## src/rtl/rftx_pkg.sv

```systemverilog
package rftx_pkg;

  typedef enum logic [1:0] {
    EN_LOW   = 2'b00,
    EN_HIGH  = 2'b01,
    EN_OPEN  = 2'b10,
    EN_OPEN2 = 2'b11
  } en_mode_e;

  // Internal enable from the three-state pin and the keying lines.
  function automatic logic power_request(input logic [1:0] mode,
                                         input logic ask,
                                         input logic fsk);
    logic req;
    case (en_mode_e'(mode))
      EN_LOW:  req = 1'b0;
      EN_HIGH: req = 1'b1;
      default: req = ask | fsk;
    endcase
    return req;
  endfunction

  // Divider phase that drives the reference clock high.
  function automatic logic phase_high(input int unsigned phase,
                                      input int unsigned div);
    return phase < (div / 2);
  endfunction

endpackage

```

## src/rtl/rftx_mode_dec.sv

```systemverilog
module rftx_mode_dec (
  input  logic [1:0] en_mode_i,
  input  logic       ask_i,
  input  logic       fsk_i,
  output logic       pwr_on_o,
  output logic       osc_en_o,
  output logic       pa_en_o,
  output logic       sw_closed_o
);
  import rftx_pkg::*;

  always_comb begin
    pwr_on_o    = power_request(en_mode_i, ask_i, fsk_i);
    osc_en_o    = pwr_on_o;
    pa_en_o     = pwr_on_o & ask_i;
    sw_closed_o = pwr_on_o & ~fsk_i;
  end
endmodule

```

## src/rtl/rftx_sync.sv

```systemverilog
module rftx_sync #(
  parameter int unsigned STAGES = 2
) (
  input  logic clk_i,
  input  logic rst_ni,
  input  logic clr_i,
  input  logic d_i,
  output logic q_o
);
  logic [STAGES-1:0] chain_q;

  always_ff @(posedge clk_i or negedge rst_ni) begin
    if (!rst_ni)    chain_q <= '0;
    else if (clr_i) chain_q <= '0;
    else            chain_q <= {chain_q[STAGES-2:0], d_i};
  end

  assign q_o = chain_q[STAGES-1];
endmodule

```

## src/rtl/rftx_clkgate.sv

```systemverilog
module rftx_clkgate #(
  parameter int unsigned DIV = 8
) (
  input  logic clk_i,
  input  logic rst_ni,
  input  logic run_i,
  input  logic amp_ok_i,
  output logic ref_clk_o,
  output logic gate_on_o,
  output logic arm_evt_o,
  output logic period_done_o
);
  import rftx_pkg::*;

  localparam int unsigned DW = (DIV > 2) ? $clog2(DIV) : 1;
  localparam logic [DW-1:0] LAST = DW'(DIV - 1);

  logic [DW-1:0] div_q, div_d;
  logic          gate_q, gate_d, ref_q, wrap;

  always_comb begin
    wrap          = (div_q == LAST);
    div_d         = wrap ? '0 : div_q + 1'b1;
    arm_evt_o     = run_i & ~gate_q & amp_ok_i & wrap;
    gate_d        = gate_q | arm_evt_o;
    period_done_o = run_i & gate_q & wrap;
  end

  always_ff @(posedge clk_i or negedge rst_ni) begin
    if (!rst_ni) begin
      div_q  <= '0;
      gate_q <= 1'b0;
      ref_q  <= 1'b0;
    end else if (!run_i) begin
      div_q  <= '0;
      gate_q <= 1'b0;
      ref_q  <= 1'b0;
    end else begin
      div_q  <= div_d;
      gate_q <= gate_d;
      ref_q  <= gate_d & phase_high(32'(div_d), DIV);
    end
  end

  assign ref_clk_o = ref_q;
  assign gate_on_o = gate_q;
endmodule

```

## src/rtl/rftx_lock_timer.sv

```systemverilog
module rftx_lock_timer #(
  parameter int unsigned LOCK_CYCLES = 410
) (
  input  logic clk_i,
  input  logic rst_ni,
  input  logic run_i,
  input  logic tick_i,
  output logic ready_o
);
  localparam int unsigned LW = $clog2(LOCK_CYCLES + 1);
  localparam logic [LW-1:0] FINAL = LW'(LOCK_CYCLES - 1);

  logic [LW-1:0] cnt_q;
  logic          ready_q;

  always_ff @(posedge clk_i or negedge rst_ni) begin
    if (!rst_ni) begin
      cnt_q   <= '0;
      ready_q <= 1'b0;
    end else if (!run_i) begin
      cnt_q   <= '0;
      ready_q <= 1'b0;
    end else if (tick_i && !ready_q) begin
      if (cnt_q == FINAL) ready_q <= 1'b1;
      else                cnt_q   <= cnt_q + 1'b1;
    end
  end

  assign ready_o = ready_q;
endmodule

```

## src/rtl/rftx_seq.sv

```systemverilog
module rftx_seq #(
  parameter int unsigned DIV         = 8,
  parameter int unsigned SYNC_STAGES = 2,
  parameter int unsigned LOCK_CYCLES = 410
) (
  input  logic       clk_i,
  input  logic       rst_ni,
  input  logic       ask_i,
  input  logic       fsk_i,
  input  logic [1:0] en_mode_i,
  input  logic       amp_ok_i,
  output logic       osc_pll_en_o,
  output logic       pa_en_o,
  output logic       fsk_sw_closed_o,
  output logic       ref_clk_o,
  output logic       tx_ready_o
);
  // Named internal events, observed by the bound checker.
  logic pwr_on;
  logic amp_ok_s;
  logic gate_on;
  logic arm_evt;
  logic period_done;

  rftx_mode_dec u_dec (
    .en_mode_i  (en_mode_i),
    .ask_i      (ask_i),
    .fsk_i      (fsk_i),
    .pwr_on_o   (pwr_on),
    .osc_en_o   (osc_pll_en_o),
    .pa_en_o    (pa_en_o),
    .sw_closed_o(fsk_sw_closed_o)
  );

  rftx_sync #(.STAGES(SYNC_STAGES)) u_sync (
    .clk_i (clk_i),
    .rst_ni(rst_ni),
    .clr_i (~pwr_on),
    .d_i   (amp_ok_i),
    .q_o   (amp_ok_s)
  );

  rftx_clkgate #(.DIV(DIV)) u_gate (
    .clk_i        (clk_i),
    .rst_ni       (rst_ni),
    .run_i        (pwr_on),
    .amp_ok_i     (amp_ok_s),
    .ref_clk_o    (ref_clk_o),
    .gate_on_o    (gate_on),
    .arm_evt_o    (arm_evt),
    .period_done_o(period_done)
  );

  rftx_lock_timer #(.LOCK_CYCLES(LOCK_CYCLES)) u_lock (
    .clk_i  (clk_i),
    .rst_ni (rst_ni),
    .run_i  (pwr_on),
    .tick_i (period_done),
    .ready_o(tx_ready_o)
  );
endmodule

```

## config.mk

```make
export PLATFORM = sky130hd
export DESIGN_NAME = rftx_seq
export DESIGN_NICKNAME = d
export VERILOG_FILES = /design/src/rtl/rftx_pkg.sv /design/src/rtl/rftx_mode_dec.sv /design/src/rtl/rftx_sync.sv /design/src/rtl/rftx_clkgate.sv /design/src/rtl/rftx_lock_timer.sv /design/src/rtl/rftx_seq.sv
export SDC_FILE = /design/constraint.sdc
export NUM_CORES = 1
export LEC_CHECK = 0
export ABC_AREA = 1
export BUFFER_PORTS_ARGS = -buffer_cell sky130_fd_sc_hd__buf_2
export CAP_MARGIN = 20
export CORE_MARGIN = 10
export CORE_UTILIZATION = 45
export CTS_BUF_LIST = sky130_fd_sc_hd__clkbuf_2
export DETAILED_ROUTE_END_ITERATION = 10
export PLACE_DENSITY_LB_ADDON = 0.12
export SKIP_CTS_REPAIR_TIMING = 1
export SLEW_MARGIN = 10
export SYNTH_ARGS = -nofsm -noshare
export SYNTH_HDL_FRONTEND = slang
export SYNTH_SLANG_ARGS = --single-unit
```

## constraint.sdc

```tcl
create_clock -name clk_i -period 3.7 [get_ports clk_i]
set_input_delay 1.11 -clock clk_i [delete_from_list [all_inputs] [get_ports clk_i]]
set_output_delay 1.11 -clock clk_i [all_outputs]
set_load 0.005 [all_outputs]
```

==> flow_metrics.py <==
metrics = {
    "floorplan": {
        "start_util_pct": 48.8,
        "die_w_um": 66.8,
        "row_count": 16,
        "die_area_mm2": 0.00446,
        "ios": 12,
        "die_h_um": 66.8,
        "design.core.area_mm2": 0.00202,
    },
    "sta": {
        "skew_ns": 0.0116,
        "fmax_mhz": 297,
        "relSlewSlack_pct": 57.8,
        "timing.final.crit_share_pct": 90.9,
        "worst_slew_pin_slew_ns": 0.633,
        "rsz0062_at_grt": "false",
        "tns_ns": 0,
        "holdWs_ns": 0.455,
        "slew_violations": 0,
        "finalCriticalPeriod_ns": 3.36,
        "hold_viol": 0,
        "setup_viol_count_final": 0,
    },
    "power": {
        "power.density_mw_per_mm2": 318,
        "comb_power_share_pct": 14.9,
        "p_seq_share_pct": 60.8,
        "p_switching_w": 0.0000918,
        "power_frac_clock_pct": 24.3,
        "vdd_drop_max_mv": 0.280,
        "internal-power_w": 0.000250,
        "leakagePower_nw": 0.581,
        "switching_share_pct": 26.8,
    },
    "layout": {
        "num_antenna_cells": 0,
        "fillers": 210,
        "multi_input_area_um2": 469,
        "fin_util_pct": 53.2,
        "seq_area_um2": 425,
        "layoutNonFillerInstCount": 169,
        "stdcell_area_mm2": 0.00107,
        "drive_gt1_share_pct": 16.9,
        "area_delta_synth_final_pct": 9.01,
        "final_nets": 154,
    },
    "setup_path": {
        "rr_endpoint": "u_lock.cnt_q[6]",
        "cp_max_fo": 16,
        "reg2reg_depth": 7,
        "crit_start": "en_mode_i[0]",
        "path_class": "in2out",
        "cp-endpoint": "fsk_sw_closed_o",
        "arrival_ns": 2.25,
        "r2r-start": "u_gate.div_q[0]",
        "rrSetupSlack_ns": 2.19,
        "endpoint_kind": "output port",
        "start_kind": "primary input",
        "required_ns": 2.59,
    },
    "global_routing": {
        "grtUsageTotal_pct": 9.87,
        "antenna_found_initial": 0,
        "grt_pass1_vias": 799,
        "grt_max_degree": 18,
        "overflow": 0,
        "grt_pass1_wl_um": 3460,
    },
    "logic_synthesis": {
        "ys_warn_count": 0,
        "yosysUniqueCellTypes": 19,
        "syn_area_um2": 986,
        "post_synth_inst_count": 130,
        "synth_edf_count": 0,
        "syn_nets": 141,
        "synth_top_flop_cell": "dfrtp_1",
        "yosysMostFrequentCell": "nand2_1",
        "synth_area_leaders": "dfrtp_1 (43%), nand2_1 (12%), nand3_1 (10%)",
        "yosysTopAreaCell": "dfrtp_1",
        "synth_seq_cells": 17,
        "synth_area_per_cell_um2": 7.58,
        "synthArstFlopShare_pct": 100,
        "yosys.area.top_type_share_pct": 43.1,
        "yosysSeqAreaShare_pct": 43.1,
        "ys_top_cells_by_count": "nand2_1 (31), nand3_1 (20), nor2_1 (20)",
    },
    "route": {
        "detail_route.vias_per_cell": 4.78,
        "postRouteAntennaNets": 0,
        "drc": 0,
        "detail_route.wl_per_cell_um": 11.3,
        "wl_um": 1900,
        "dr_total_vias": 808,
        "dr.pass1.iters": 5,
        "drt_iter0_markers": 53,
    },
    "clock_tree": {
        "clk_pin_slew_ns": 0.14,
        "clock_latency_ns": 0.29,
        "clock_path_buffers": 2,
        "cts_tree": "built",
        "ctsRootBufferMaster": "clkbuf_2",
        "htreeDepth": 1,
        "cts.sinks": 17,
        "cts_buffers": 3,
    },
    "place": {
        "placed_cell_area_mm2": 0.00105,
        "dp_cells": 165,
        "dp_hpwl_um": 1500,
        "routabilityCongestion": 0.789,
        "numPortBuffers": 11,
    },
    "outcome": {
        "status": "completed",
    },
    "min_path": {
        "whs_path_depth": 1,
        "hold_path_class": "reg2reg",
    },
    "flow_run": {
        "drv_cap": 0,
    },
}
critical path, cell delays in order:
cell and delay (ns):
buf_2 0.10, o21ai_2 0.52, inv_2 0.26, nand2_1 0.11, inv_1 0.04, buf_2 0.11
cell families after synthesis:
group                    synth area share, %
flip-flops                              43.1
AO/OA/AOI/OAI                           4.31
AND/OR/NAND/NOR                         36.4
adder cells (fa/ha/maj)                 5.08
buffers and inverters                   9.26
XOR/XNOR                                1.78
cell type report:
class                           count  share of cell area [%]
Inverter                           19                    6.64
Clock buffer                        4                    1.86
Sequential cell                    17                    39.6
Multi-Input combinational cell     91                    43.7
Tap cell                           27                    3.14
Timing Repair Buffer               11                    5.12
power by group through the flow:
stage	registers, W	logic [W]	clock network, W
6_report	0.000208	0.0000511	0.0000832
3_5_place_dp	0.000212	0.0000528	0
5_1_grt	0.000211	0.0000647	0.0000978
4_1_cts	0.000208	0.0000530	0.0000889
2_1_floorplan	0.000210	0.0000373	0
3_3_place_gp	0.000211	0.0000517	0
flip-flops by register name (all words and copies together), names as in the netlist:
| signal | cells |
|---|---|
| u_gate.div_q | 3 |
| u_gate.gate_on_o | 1 |
| u_lock.ready_o | 1 |
| u_gate.ref_clk_o | 1 |
| u_lock.cnt_q | 9 |
| u_sync.chain_q | 2 |
worst min-delay path by stage:
stage	startpoint	end
after global routing	u_gate.div_q[0]	u_gate.div_q[0]
after detailed placement	u_gate.div_q[0]	u_gate.div_q[0]
after global placement	u_gate.div_q[0]	u_gate.div_q[0]
final	u_gate.div_q[0]	u_gate.div_q[0]
after floorplan	u_gate.div_q[0]	u_gate.div_q[0]
after CTS	u_gate.div_q[0]	u_gate.div_q[0]
routing by layer:
layer	vias up	global-route usage [%]	share of wire, %
met4	0	3.93	0.47
met5	-	0	0
met1	367	11.5	45
li1	427	-	-
met3	2	2.68	3.4
met2	12	16.6	51
through the flow:
stage                     total power (W)  setup WS [ns]
final                            0.000342          0.335
after global routing             0.000374          0.185
after CTS                        0.000350          0.318
after detailed placement         0.000265          0.317
after global placement           0.000263          0.368
after floorplan                  0.000248          0.848
cell usage in the layout (no fill, tap or decap), drive strengths merged:
master,netlist,layout
nand3,20,20
buf,2,11
ha,4,4
inv,19,19
o21bai,1,1
xor2,2,2
a21oi,3,3
o21ai,1,1
nand4,1,1
dfrtp,17,17
nor2,21,21
nand2,34,34
nor3,4,4
clkbuf,1,4
(Power assumes the default switching activity.)
